**src/rtl/mrs_pkg.sv**
```systemverilog
package mrs_pkg;

  typedef enum logic [2:0] {
    ST_IDLE     = 3'd0,
    ST_CLASSIFY = 3'd1,
    ST_LOOKUP   = 3'd2,
    ST_REWRITE  = 3'd3,
    ST_RF_REQ   = 3'd4,
    ST_RF_WAIT  = 3'd5,
    ST_DONE     = 3'd6
  } seq_state_t;

  typedef enum logic [1:0] {
    OUT_ECC     = 2'd0,
    OUT_LOCAL   = 2'd1,
    OUT_REMOTE  = 2'd2,
    OUT_IGNORED = 2'd3
  } outcome_t;

  localparam logic [2:0] COH_INVALID = 3'd0;

  // a damaged L2 line only matters when it holds live data
  function automatic logic line_needs_fix(input logic [2:0] coh);
    return coh != COH_INVALID;
  endfunction

  // a replica is usable when it hit and its state code is enabled in the mask
  function automatic logic copy_usable(input logic hit, input logic [2:0] coh,
                                       input logic [7:0] ok_mask);
    return hit && ok_mask[coh];
  endfunction

endpackage

```
**src/rtl/mrs_decide.sv**
```systemverilog
module mrs_decide
  import mrs_pkg::*;
#(
  parameter logic [7:0] RC_OK_MASK = 8'b0001_1110
) (
  input  logic       cap_multi,
  input  logic [2:0] cap_l2_state,
  input  logic       rc_rsp_hit,
  input  logic [2:0] rc_rsp_state,
  output logic       route_ecc,
  output logic       route_ignore,
  output logic       copy_ok
);

  always_comb begin
    route_ecc    = !cap_multi;
    route_ignore = cap_multi && !line_needs_fix(cap_l2_state);
    copy_ok      = copy_usable(rc_rsp_hit, rc_rsp_state, RC_OK_MASK);
  end

endmodule

```
**src/rtl/mrs_line_reg.sv**
```systemverilog
module mrs_line_reg #(
  parameter int LINE_W = 64,
  parameter int IDX_W  = 10
) (
  input  logic              clk,
  input  logic              rst_n,
  input  logic              accept,
  input  logic              err_multi,
  input  logic [IDX_W-1:0]  err_index,
  input  logic [2:0]        err_l2_state,
  input  logic              take_local,
  input  logic [LINE_W-1:0] rc_rsp_data,
  input  logic              take_remote,
  input  logic [LINE_W-1:0] rf_rsp_data,
  output logic              cap_multi,
  output logic [2:0]        cap_l2_state,
  output logic [IDX_W-1:0]  cap_index,
  output logic [LINE_W-1:0] cap_data
);

  always_ff @(posedge clk) begin
    if (!rst_n) begin
      cap_multi    <= 1'b0;
      cap_l2_state <= '0;
      cap_index    <= '0;
    end else if (accept) begin
      cap_multi    <= err_multi;
      cap_l2_state <= err_l2_state;
      cap_index    <= err_index;
    end
  end

  always_ff @(posedge clk) begin
    if (!rst_n) begin
      cap_data <= '0;
    end else if (take_local) begin
      cap_data <= rc_rsp_data;
    end else if (take_remote) begin
      cap_data <= rf_rsp_data;
    end
  end

  AST_CAPTURE_EXCLUSIVE: assert property (@(posedge clk) disable iff (!rst_n)
    !(take_local && take_remote));

  AST_INDEX_HELD: assert property (@(posedge clk) disable iff (!rst_n)
    !accept |=> $stable(cap_index));

endmodule

```
**src/rtl/mrs_fsm.sv**
```systemverilog
module mrs_fsm
  import mrs_pkg::*;
(
  input  logic       clk,
  input  logic       rst_n,
  input  logic       err_valid,
  input  logic       route_ecc,
  input  logic       route_ignore,
  input  logic       rc_rsp_valid,
  input  logic       copy_ok,
  input  logic       rf_req_ready,
  input  logic       rf_rsp_valid,
  input  logic       wr_ready,
  output logic       err_ready,
  output logic       accept,
  output logic       ecc_fix_valid,
  output logic       rc_req_valid,
  output logic       rf_req_valid,
  output logic       wr_valid,
  output logic       take_local,
  output logic       take_remote,
  output logic       done_valid,
  output logic [1:0] done_outcome
);

  seq_state_t state_q, state_d;
  outcome_t   outc_q, outc_d;

  // named events used by the assertions
  logic lookup_answered;
  logic refetch_taken;
  logic rewrite_taken;

  always_comb begin
    err_ready       = (state_q == ST_IDLE);
    accept          = err_ready && err_valid;
    ecc_fix_valid   = (state_q == ST_CLASSIFY) && route_ecc;
    rc_req_valid    = (state_q == ST_LOOKUP);
    rf_req_valid    = (state_q == ST_RF_REQ);
    wr_valid        = (state_q == ST_REWRITE);
    done_valid      = (state_q == ST_DONE);
    done_outcome    = outc_q;
    lookup_answered = rc_req_valid && rc_rsp_valid;
    refetch_taken   = rf_req_valid && rf_req_ready;
    rewrite_taken   = wr_valid && wr_ready;
    take_local      = lookup_answered && copy_ok;
    take_remote     = (state_q == ST_RF_WAIT) && rf_rsp_valid;
  end

  always_comb begin
    state_d = state_q;
    outc_d  = outc_q;
    unique case (state_q)
      ST_IDLE: if (accept) state_d = ST_CLASSIFY;
      ST_CLASSIFY: begin
        if (route_ecc) begin
          outc_d  = OUT_ECC;
          state_d = ST_DONE;
        end else if (route_ignore) begin
          outc_d  = OUT_IGNORED;
          state_d = ST_DONE;
        end else begin
          state_d = ST_LOOKUP;
        end
      end
      ST_LOOKUP: begin
        if (lookup_answered) begin
          if (copy_ok) begin
            outc_d  = OUT_LOCAL;
            state_d = ST_REWRITE;
          end else begin
            state_d = ST_RF_REQ;
          end
        end
      end
      ST_RF_REQ:  if (refetch_taken) state_d = ST_RF_WAIT;
      ST_RF_WAIT: begin
        if (take_remote) begin
          outc_d  = OUT_REMOTE;
          state_d = ST_REWRITE;
        end
      end
      ST_REWRITE: if (rewrite_taken) state_d = ST_DONE;
      ST_DONE:    state_d = ST_IDLE;
      default:    state_d = ST_IDLE;
    endcase
  end

  always_ff @(posedge clk) begin
    if (!rst_n) begin
      state_q <= ST_IDLE;
      outc_q  <= OUT_ECC;
    end else begin
      state_q <= state_d;
      outc_q  <= outc_d;
    end
  end

  AST_BUSY_AFTER_ACCEPT: assert property (@(posedge clk) disable iff (!rst_n)
    accept |=> !err_ready);

  AST_READY_AFTER_DONE: assert property (@(posedge clk) disable iff (!rst_n)
    done_valid |=> err_ready);

  AST_ECC_ALONE: assert property (@(posedge clk) disable iff (!rst_n)
    ecc_fix_valid |-> !rc_req_valid && !rf_req_valid && !wr_valid);

  AST_ECC_THEN_DONE: assert property (@(posedge clk) disable iff (!rst_n)
    ecc_fix_valid |=> done_valid && done_outcome == OUT_ECC);

  AST_LOOKUP_HELD: assert property (@(posedge clk) disable iff (!rst_n)
    rc_req_valid && !rc_rsp_valid |=> rc_req_valid);

  AST_REFETCH_HELD: assert property (@(posedge clk) disable iff (!rst_n)
    rf_req_valid && !rf_req_ready |=> rf_req_valid);

  AST_WRITE_HELD: assert property (@(posedge clk) disable iff (!rst_n)
    wr_valid && !wr_ready |=> wr_valid);

  AST_DONE_AFTER_WRITE: assert property (@(posedge clk) disable iff (!rst_n)
    rewrite_taken |=> done_valid);

  AST_DONE_PULSE: assert property (@(posedge clk) disable iff (!rst_n)
    done_valid |=> !done_valid);

endmodule

```
**src/rtl/mbe_recovery_seq.sv**
```systemverilog
module mbe_recovery_seq
  import mrs_pkg::*;
#(
  parameter int         LINE_W     = 64,
  parameter int         IDX_W      = 10,
  parameter logic [7:0] RC_OK_MASK = 8'b0001_1110
) (
  input  logic              clk,
  input  logic              rst_n,
  input  logic              err_valid,
  output logic              err_ready,
  input  logic              err_multi,
  input  logic [IDX_W-1:0]  err_index,
  input  logic [2:0]        err_l2_state,
  output logic              ecc_fix_valid,
  output logic [IDX_W-1:0]  ecc_fix_index,
  output logic              rc_req_valid,
  output logic [IDX_W-1:0]  rc_req_index,
  input  logic              rc_rsp_valid,
  input  logic              rc_rsp_hit,
  input  logic [2:0]        rc_rsp_state,
  input  logic [LINE_W-1:0] rc_rsp_data,
  output logic              rf_req_valid,
  output logic [IDX_W-1:0]  rf_req_index,
  input  logic              rf_req_ready,
  input  logic              rf_rsp_valid,
  input  logic [LINE_W-1:0] rf_rsp_data,
  output logic              wr_valid,
  output logic [IDX_W-1:0]  wr_index,
  output logic [LINE_W-1:0] wr_data,
  input  logic              wr_ready,
  output logic              done_valid,
  output logic [1:0]        done_outcome,
  output logic [IDX_W-1:0]  done_index
);

  logic              accept;
  logic              take_local;
  logic              take_remote;
  logic              cap_multi;
  logic [2:0]        cap_l2_state;
  logic [IDX_W-1:0]  cap_index;
  logic [LINE_W-1:0] cap_data;
  logic              route_ecc;
  logic              route_ignore;
  logic              copy_ok;

  mrs_line_reg #(.LINE_W(LINE_W), .IDX_W(IDX_W)) u_line (
    .clk          (clk),
    .rst_n        (rst_n),
    .accept       (accept),
    .err_multi    (err_multi),
    .err_index    (err_index),
    .err_l2_state (err_l2_state),
    .take_local   (take_local),
    .rc_rsp_data  (rc_rsp_data),
    .take_remote  (take_remote),
    .rf_rsp_data  (rf_rsp_data),
    .cap_multi    (cap_multi),
    .cap_l2_state (cap_l2_state),
    .cap_index    (cap_index),
    .cap_data     (cap_data)
  );

  mrs_decide #(.RC_OK_MASK(RC_OK_MASK)) u_decide (
    .cap_multi    (cap_multi),
    .cap_l2_state (cap_l2_state),
    .rc_rsp_hit   (rc_rsp_hit),
    .rc_rsp_state (rc_rsp_state),
    .route_ecc    (route_ecc),
    .route_ignore (route_ignore),
    .copy_ok      (copy_ok)
  );

  mrs_fsm u_fsm (
    .clk           (clk),
    .rst_n         (rst_n),
    .err_valid     (err_valid),
    .route_ecc     (route_ecc),
    .route_ignore  (route_ignore),
    .rc_rsp_valid  (rc_rsp_valid),
    .copy_ok       (copy_ok),
    .rf_req_ready  (rf_req_ready),
    .rf_rsp_valid  (rf_rsp_valid),
    .wr_ready      (wr_ready),
    .err_ready     (err_ready),
    .accept        (accept),
    .ecc_fix_valid (ecc_fix_valid),
    .rc_req_valid  (rc_req_valid),
    .rf_req_valid  (rf_req_valid),
    .wr_valid      (wr_valid),
    .take_local    (take_local),
    .take_remote   (take_remote),
    .done_valid    (done_valid),
    .done_outcome  (done_outcome)
  );

  assign ecc_fix_index = cap_index;
  assign rc_req_index  = cap_index;
  assign rf_req_index  = cap_index;
  assign wr_index      = cap_index;
  assign wr_data       = cap_data;
  assign done_index    = cap_index;

  AST_LOOKUP_BEFORE_REFETCH: assert property (@(posedge clk) disable iff (!rst_n)
    rc_req_valid |-> !rf_req_valid && !wr_valid);

  AST_WRITE_STABLE: assert property (@(posedge clk) disable iff (!rst_n)
    wr_valid && !wr_ready |=> $stable(wr_data) && $stable(wr_index));

  AST_LOCAL_NO_REFETCH: assert property (@(posedge clk) disable iff (!rst_n)
    take_local |=> wr_valid && !rf_req_valid);

  AST_REMOTE_WRITES: assert property (@(posedge clk) disable iff (!rst_n)
    take_remote |=> wr_valid && wr_data == $past(rf_rsp_data));

endmodule

```
**config.mk**
```make
export PLATFORM = sky130hd
export DESIGN_NAME = mbe_recovery_seq
export DESIGN_NICKNAME = d
export VERILOG_FILES = /design/src/rtl/mrs_pkg.sv /design/src/rtl/mrs_decide.sv /design/src/rtl/mrs_line_reg.sv /design/src/rtl/mrs_fsm.sv /design/src/rtl/mbe_recovery_seq.sv
export SDC_FILE = /design/constraint.sdc
export NUM_CORES = 1
export LEC_CHECK = 0
export CAP_MARGIN = 20
export CORE_MARGIN = 5
export CORE_UTILIZATION = 40
export CTS_CLUSTER_SIZE = 16
export DETAILED_ROUTE_END_ITERATION = 8
export DONT_BUFFER_PORTS = 1
export GPL_ROUTABILITY_DRIVEN = 1
export PLACE_DENSITY = 0.58
export SYNTH_ARGS = -nofsm -noshare
export SYNTH_HDL_FRONTEND = slang
export SYNTH_SLANG_ARGS = --single-unit
```
**constraint.sdc**
```tcl
create_clock -name clk -period 1.65 [get_ports clk]
set_clock_uncertainty 0.15 [all_clocks]
set_input_delay 0.33 -clock clk [delete_from_list [all_inputs] [get_ports clk]]
set_output_delay 0.33 -clock clk [all_outputs]
set_load 0.05 [all_outputs]
```
* Yosys cells after proc, flatten, opt, wreduce, memory -nomap -nowiden
Memories as Yosys holds them, arrays and structs flattened.
Index checks and enable logic that the tools add are counted.
** Operators by class
- Mux-type cells :: 18
- Divide/modulo/power cells :: 0
- Multiply operators :: 0
- Order comparisons :: 1
- Shift-type cells :: 0
- Equal/unequal tests :: 13
- Reduce and logical (&&, ||, !) cells :: 17
- Add/subtract/negate cells :: 0
- Bitwise operators :: 0
** Operator list (count)
- 2-to-1 mux 64 bit :: 2
- 2-to-1 mux 3 bit :: 8
- one-hot mux 3 bit (6 select lines) :: 1
- 2-to-1 mux 2 bit :: 5
- != test 2 x 1 -> 1 bit (second input constant) :: 5
- AND reduction 5 bit :: 2
- equality test 3 bit (second input constant) :: 3
- logical AND 1 bit :: 9
- equality test 3 x 2 -> 1 bit (second input constant) :: 2
- one-hot mux 2 bit (3 select lines) :: 1
- nonzero test 3 bit :: 2
- < comparator 3 x 4 -> 1 bit (second input constant) :: 1
- equality test 3 x 1 -> 1 bit (second input constant) :: 1
- zero test 3 bit :: 1
- != test 3 bit (second input constant) :: 1
- zero test 1 bit :: 2
- != test 2 bit (second input constant) :: 1
- nonzero test 2 bit :: 1
- 2-to-1 mux 1 bit :: 1
** Storage, ports and cells
- Output and inout port bits :: 122
- ROM bits :: 8
- Latch bits :: 0
- Memories kept :: 1
- Word-level logic and storage cells :: 56
- Bits in writable memories :: 0
- Bits in registers :: 83
- Input bits :: 153
** Memory list
- (name not given) :: words 8, bits a word 1, rd ports 1, clocked after Yosys merged registers in 0, write ports 0, line mrs_pkg.sv:30 : return hit && ok_mask[coh];

* Logic depth before layout (Yosys ltp)
Gate-level depths: netlist of run 1.
- Word-level depth :: 6
- Depth in mapped cells :: 7
- Depth with buffers taken out :: 4

* Hierarchy
A second synthesis of run 1 with hierarchy kept.
** Unflattened totals
- Cell total of the unflattened synthesis :: 435
- Area total of the unflattened synthesis :: 4833.4 um^2
** By module, submodules not included
- mrs_line_reg :: cells an instance 330, instances 1, area an instance 4030.1 um^2, sequential area each 1561.5 um^2
- mrs_fsm :: cells an instance 60, instances 1, area an instance 475.5 um^2, sequential area each 100.1 um^2
- mbe_recovery_seq :: cells an instance 40, instances 1, area an instance 300.3 um^2, sequential area each 0.0 um^2
- mrs_decide :: cells an instance 5, instances 1, area an instance 27.5 um^2, sequential area each 0.0 um^2

* Least setup slack after synthesis of run 1
OpenSTA, ideal clock, no wires.
- Path type :: reg-to-output
- From :: reg u_fsm.state_q[0]
- To :: out ecc_fix_valid
- Arrival :: 2.215 ns
- Buffers on the path :: 2
- Data required time :: 1.170 ns
- Cell stages (with the launch flop) :: 4
- Path slack :: -1.045 ns
- Cells stage by stage :: dfxtp_1 > buf_6 > buf_2 > nor4b_1
** Between the ends
- Word-level cells in the longest chain between the ends :: 2
** RTL lines
- start: declaration :: line mrs_fsm.sv:26 : seq_state_t state_q, state_d;
- start signal: assignment :: line mrs_fsm.sv:94 : state_q <= state_d;
- equality test 3 x 1 -> 1 bit :: line mrs_fsm.sv:37 : ecc_fix_valid = (state_q == ST_CLASSIFY) && route_ecc;
- logical AND 1 bit :: line mrs_fsm.sv:37
- end: declaration :: line mbe_recovery_seq.sv:15 : output logic ecc_fix_valid,
No other way between the ends.

* Final worst setup path of run 1
- From :: reg u_fsm.state_q[0]
- To :: reg u_fsm.state_q[0]
** Between the ends
- Word-level cells in the longest chain between the ends :: 4
- Elaborated cells on any way between the ends :: 18
- Those cells by class :: eq/ne (10); mux (1); reduce/logical (7)
** RTL lines (line)
- equality test 3 x 2 -> 1 bit (tied with other cells) :: mrs_fsm.sv:40, mrs_fsm.sv:53
- logical AND 1 bit (on tied branches)
- != test 2 x 1 -> 1 bit (no line) / != test 2 bit (equally long branches)
- AND reduction 5 bit (no line)
Several ways; a longest one is shown, not always the timed one.
A chain may end at the register's enable or synchronous reset.

==> out/metrics.yaml, run 1 <==
syn-cell-area_um2: 4350
drt_iter0_drc: 194
power.total_mw: 8.75
slowest_delay_ps: 370
synthSimpleGateAreaFrac: 0.115
crit_fanout: 7
multi_input_area_um2: 2210
grt_max_degree: 86
synth_compound_area_frac: 0.217
worstPathRequired_ps: 1730
vias_per_cell: 5.26
synth_xor_xnor_area_share: 0
dieHeight_um: 114
pwr-share-clk: 0.214
worstSetupStartpoint: "u_fsm.state_q[0]"
maxSlewHeadroom: 0.731
place_area_um2: 5040
ys_seq_area_frac: 0.382
cts_tree: "yes"
setup-tns-final_ps: -12930
critical_path.slowest_cell: "dfxtp_4"
crit_cells: 7
pwr-share-comb: 0.505
core_um2: 10700
finalCriticalPeriod_ps: 1880
root_buffer: "clkbuf_8"
fmax_ghz: 0.531
internal_power_mw: 5.12
dieArea_um2: 13100
p_sw_frac: 0.415
io_buffers: 0
p_leak_nw: 3.87
setup_viol: 75
num_rows: 38
diodes: 0
worstSetupStartpointType: "flip-flop"
finalInstanceArea_um2: 6380
synthMuxAreaShare: 0.152
synthDistinctLibCells: 35
hold_class: "input pin to flip-flop"
final_max_slew_viol_count: 0
seqPwrFrac: 0.281
syn_inst: 441
cpMostUsedCell: "buf_6"
ant_nets: 0
cts_buffer_depth: 2
drt_wl_total_um: 14100
drtPass1Iterations: 4
gp_congestion: 0.840
grt_pass1_wl_um: 19700
cp_num_buf_inv: 3
timing.rr.start: "u_fsm.state_q[0]"
final_nets: 713
post-place-ws_ps: -141
critPathKind: "flip-flop to flip-flop"
end_kind: "flip-flop"
drive_gt1_frac: 0.324
cts_max_level: 3
insertion_delay_ps: 340
fin_crit_sh: 1.14
drv_cap: 0
critPathCapture: "u_fsm.state_q[0]"
overflow: 0
syn_nets: 594
whs_ps: -15.8
rsz0062_at_grt: "true"
failed_checks: "hold timing, setup timing"
synth_top_family_by_area: "compound AO/OA/AOI/OAI gates"
power_density_nw_per_um2: 1370
p_sw_mw: 3.63
reg2reg_slack_ps: -230
via_count: 3707
status: "finished with violations"
clkSinkCount: 83
nFillCells: 882
r2r-end: "u_fsm.state_q[0]"
cts_made_buffers: 9
synthAdderAreaFrac: 0
path_clk_slew_ps: 80
avgSynthCellArea_um2: 9.86
area_growth_pct: 46.7
hold_viol: 32
setup_ws_ps: -234
die_w_um: 114
crit_chain: "buf_6 -> nor3b_4 -> buf_6 -> buf_6 -> o2bb2ai_4 -> o32ai_2 -> a2111oi_2"
register_area_um2: 1680
arrival_ps: 1960
synth.ff_latch_count: 83
grt_pass1_vias: 3793
wl_per_cell_um: 20.0
antenna_found_initial: 0
start_util: 0.405
io_pins: 275
worst_slew_pin_slew_ps: 403
drc: 0
cp_top_family: "compound AO/OA/AOI/OAI gates"
ys.warnings.count: 0
grt_use_total: 0.193
ir_drop_uv: 1180
dpl.hpwl_um: 8710
r2r_cells: 7
flip-flops by register name (all words and copies together) (netlist names):
signal	cells
u_line.cap_multi	1
u_line.cap_index	10
u_line.cap_data	64
u_fsm.state_q	3
u_fsm.done_outcome	2
u_line.cap_l2_state	3
logic make-up after synthesis:
logic type,Yosys count
buf+inv,79
flops,83
mux,66
simple gates,114
compound gates,99
layout make-up:
class,count,area share
well taps,140,0.0274
flip-flops and latches,83,0.264
multi-input cells,279,0.346
clock buffers,11,0.0206
clock inverters,5,0.0196
repair buffers,184,0.320
inverters,3,0.00255
layer usage:
metal,track usage,part of all wire
met1,0.193,0.35
met4,0.0721,0.017
met2,0.365,0.55
met5,0,0
met3,0.0645,0.084
worst reg2reg max path: stages (launching register included):
cell and delay, ps:
dfxtp_4 370, buf_6 120, nor3b_4 240, buf_6 150, buf_6 110, o2bb2ai_4 170
o32ai_2 130, a2111oi_2 320
worst min-delay path by stage:
stage / from / to / slack (ps) / cells past startpoint
after floorplan: u_line.cap_l2_state[2] / u_line.cap_l2_state[2] / 290 / 2
after global placement: u_fsm.done_outcome[1] / u_fsm.done_outcome[1] / 300 / 2
after detailed placement: u_fsm.done_outcome[1] / u_fsm.done_outcome[1] / 310 / 2
after CTS: rst_n / u_line.cap_data[62] / -50 / 1
after global routing: rst_n / u_line.cap_data[5] / -50 / 1
final: rst_n / u_line.cap_index[9] / -20 / 1
timing repair:
action | CTS | global route
hold endpoints to repair | 82 | 81
buffers inserted | 13 | 7
gates resized for setup | 34 | 13
pin swaps | 7 | 8
hold buffers | 15 | 34
gates cloned | 8 | 6
setup endpoints to repair | 75 | 78
cells in the final DEF, fill, tap and decap left out, types with 2 or more instances in the layout:
cell / synthesis / layout
dfxtp_2: 0 / 11
o221a_2: 2 / 2
o211a_1: 64 / 64
o21ai_0: 2 / 2
nand3b_1: 2 / 2
nor3b_4: 1 / 4
nand2_1: 96 / 96
bufinv_16: 0 / 4
dfxtp_4: 0 / 2
clkbuf_16: 0 / 5
clkbuf_1: 10 / 2
a21oi_1: 3 / 2
dfxtp_1: 83 / 70
buf_6: 13 / 16
o31ai_1: 2 / 2
o21ba_2: 2 / 2
mux2i_1: 66 / 66
buf_8: 0 / 2
buf_4: 48 / 85
or3_1: 2 / 2
dlygate4sd3_1: 0 / 49
o211ai_1: 2 / 2
inv_1: 3 / 2
a21boi_0: 15 / 14
buf_12: 0 / 22
clkbuf_8: 0 / 9
buf_16: 0 / 5
power by group through the flow:
| stage | logic (mW) | registers [mW] | clock network (mW) |
|---|---|---|---|
| 2_1_floorplan | 2.40 | 3.20 | 0 |
| 6_report | 4.41 | 2.46 | 1.87 |
| 3_5_place_dp | 3.83 | 2.49 | 0 |
| 5_1_grt | 4.66 | 2.49 | 2.01 |
| 3_3_place_gp | 3.78 | 2.48 | 0 |
| 4_1_cts | 4.20 | 2.46 | 1.92 |
cells in the mapped netlist (all sizes together):
library cell,n,area [um^2]
clkbuf,10,37.5
or3,3,23.8
a21oi,4,31.3
inv,3,11.3
o2bb2ai,1,27.5
o31ai,2,15.0
o211ai,2,15.0
and3,1,6.26
nand4,1,6.26
nand2,96,360
a2111oi,1,15.0
o21ba,2,20.0
nor2,1,3.75
o211a,64,641
mux2i,66,661
o32ai,1,8.76
a21boi,15,113
o21ai,2,10.0
nand3b,2,15.0
o221a,2,22.5
nor3b,5,48.8
nor4b,2,17.5
nand4b,1,8.76
o31a,1,8.76
nor3,1,5.00
a31o,1,8.76
buf,66,532
dfxtp,83,1660
and2,1,6.26
o2111ai,1,8.76
stage by stage:
step,cells,util
after global placement,610,0.469
after floorplan,441,-
after global routing,705,0.594
after detailed placement,610,0.469
final,705,0.594
after CTS,662,0.550
Note: power is estimated with default switching activity, not from simulation.
==> run 2: changes to the inputs <==
--- a/config.mk
+++ b/config.mk
@@ -13,6 +13,7 @@
 export DONT_BUFFER_PORTS = 1
 export GPL_ROUTABILITY_DRIVEN = 1
 export PLACE_DENSITY = 0.58
+export SLEW_MARGIN = 15
 export SYNTH_ARGS = -nofsm -noshare
 export SYNTH_HDL_FRONTEND = slang
 export SYNTH_SLANG_ARGS = --single-unit
==> results of run 2 <==
No change in the layout: final DEF, timing and power equal those of run 1.
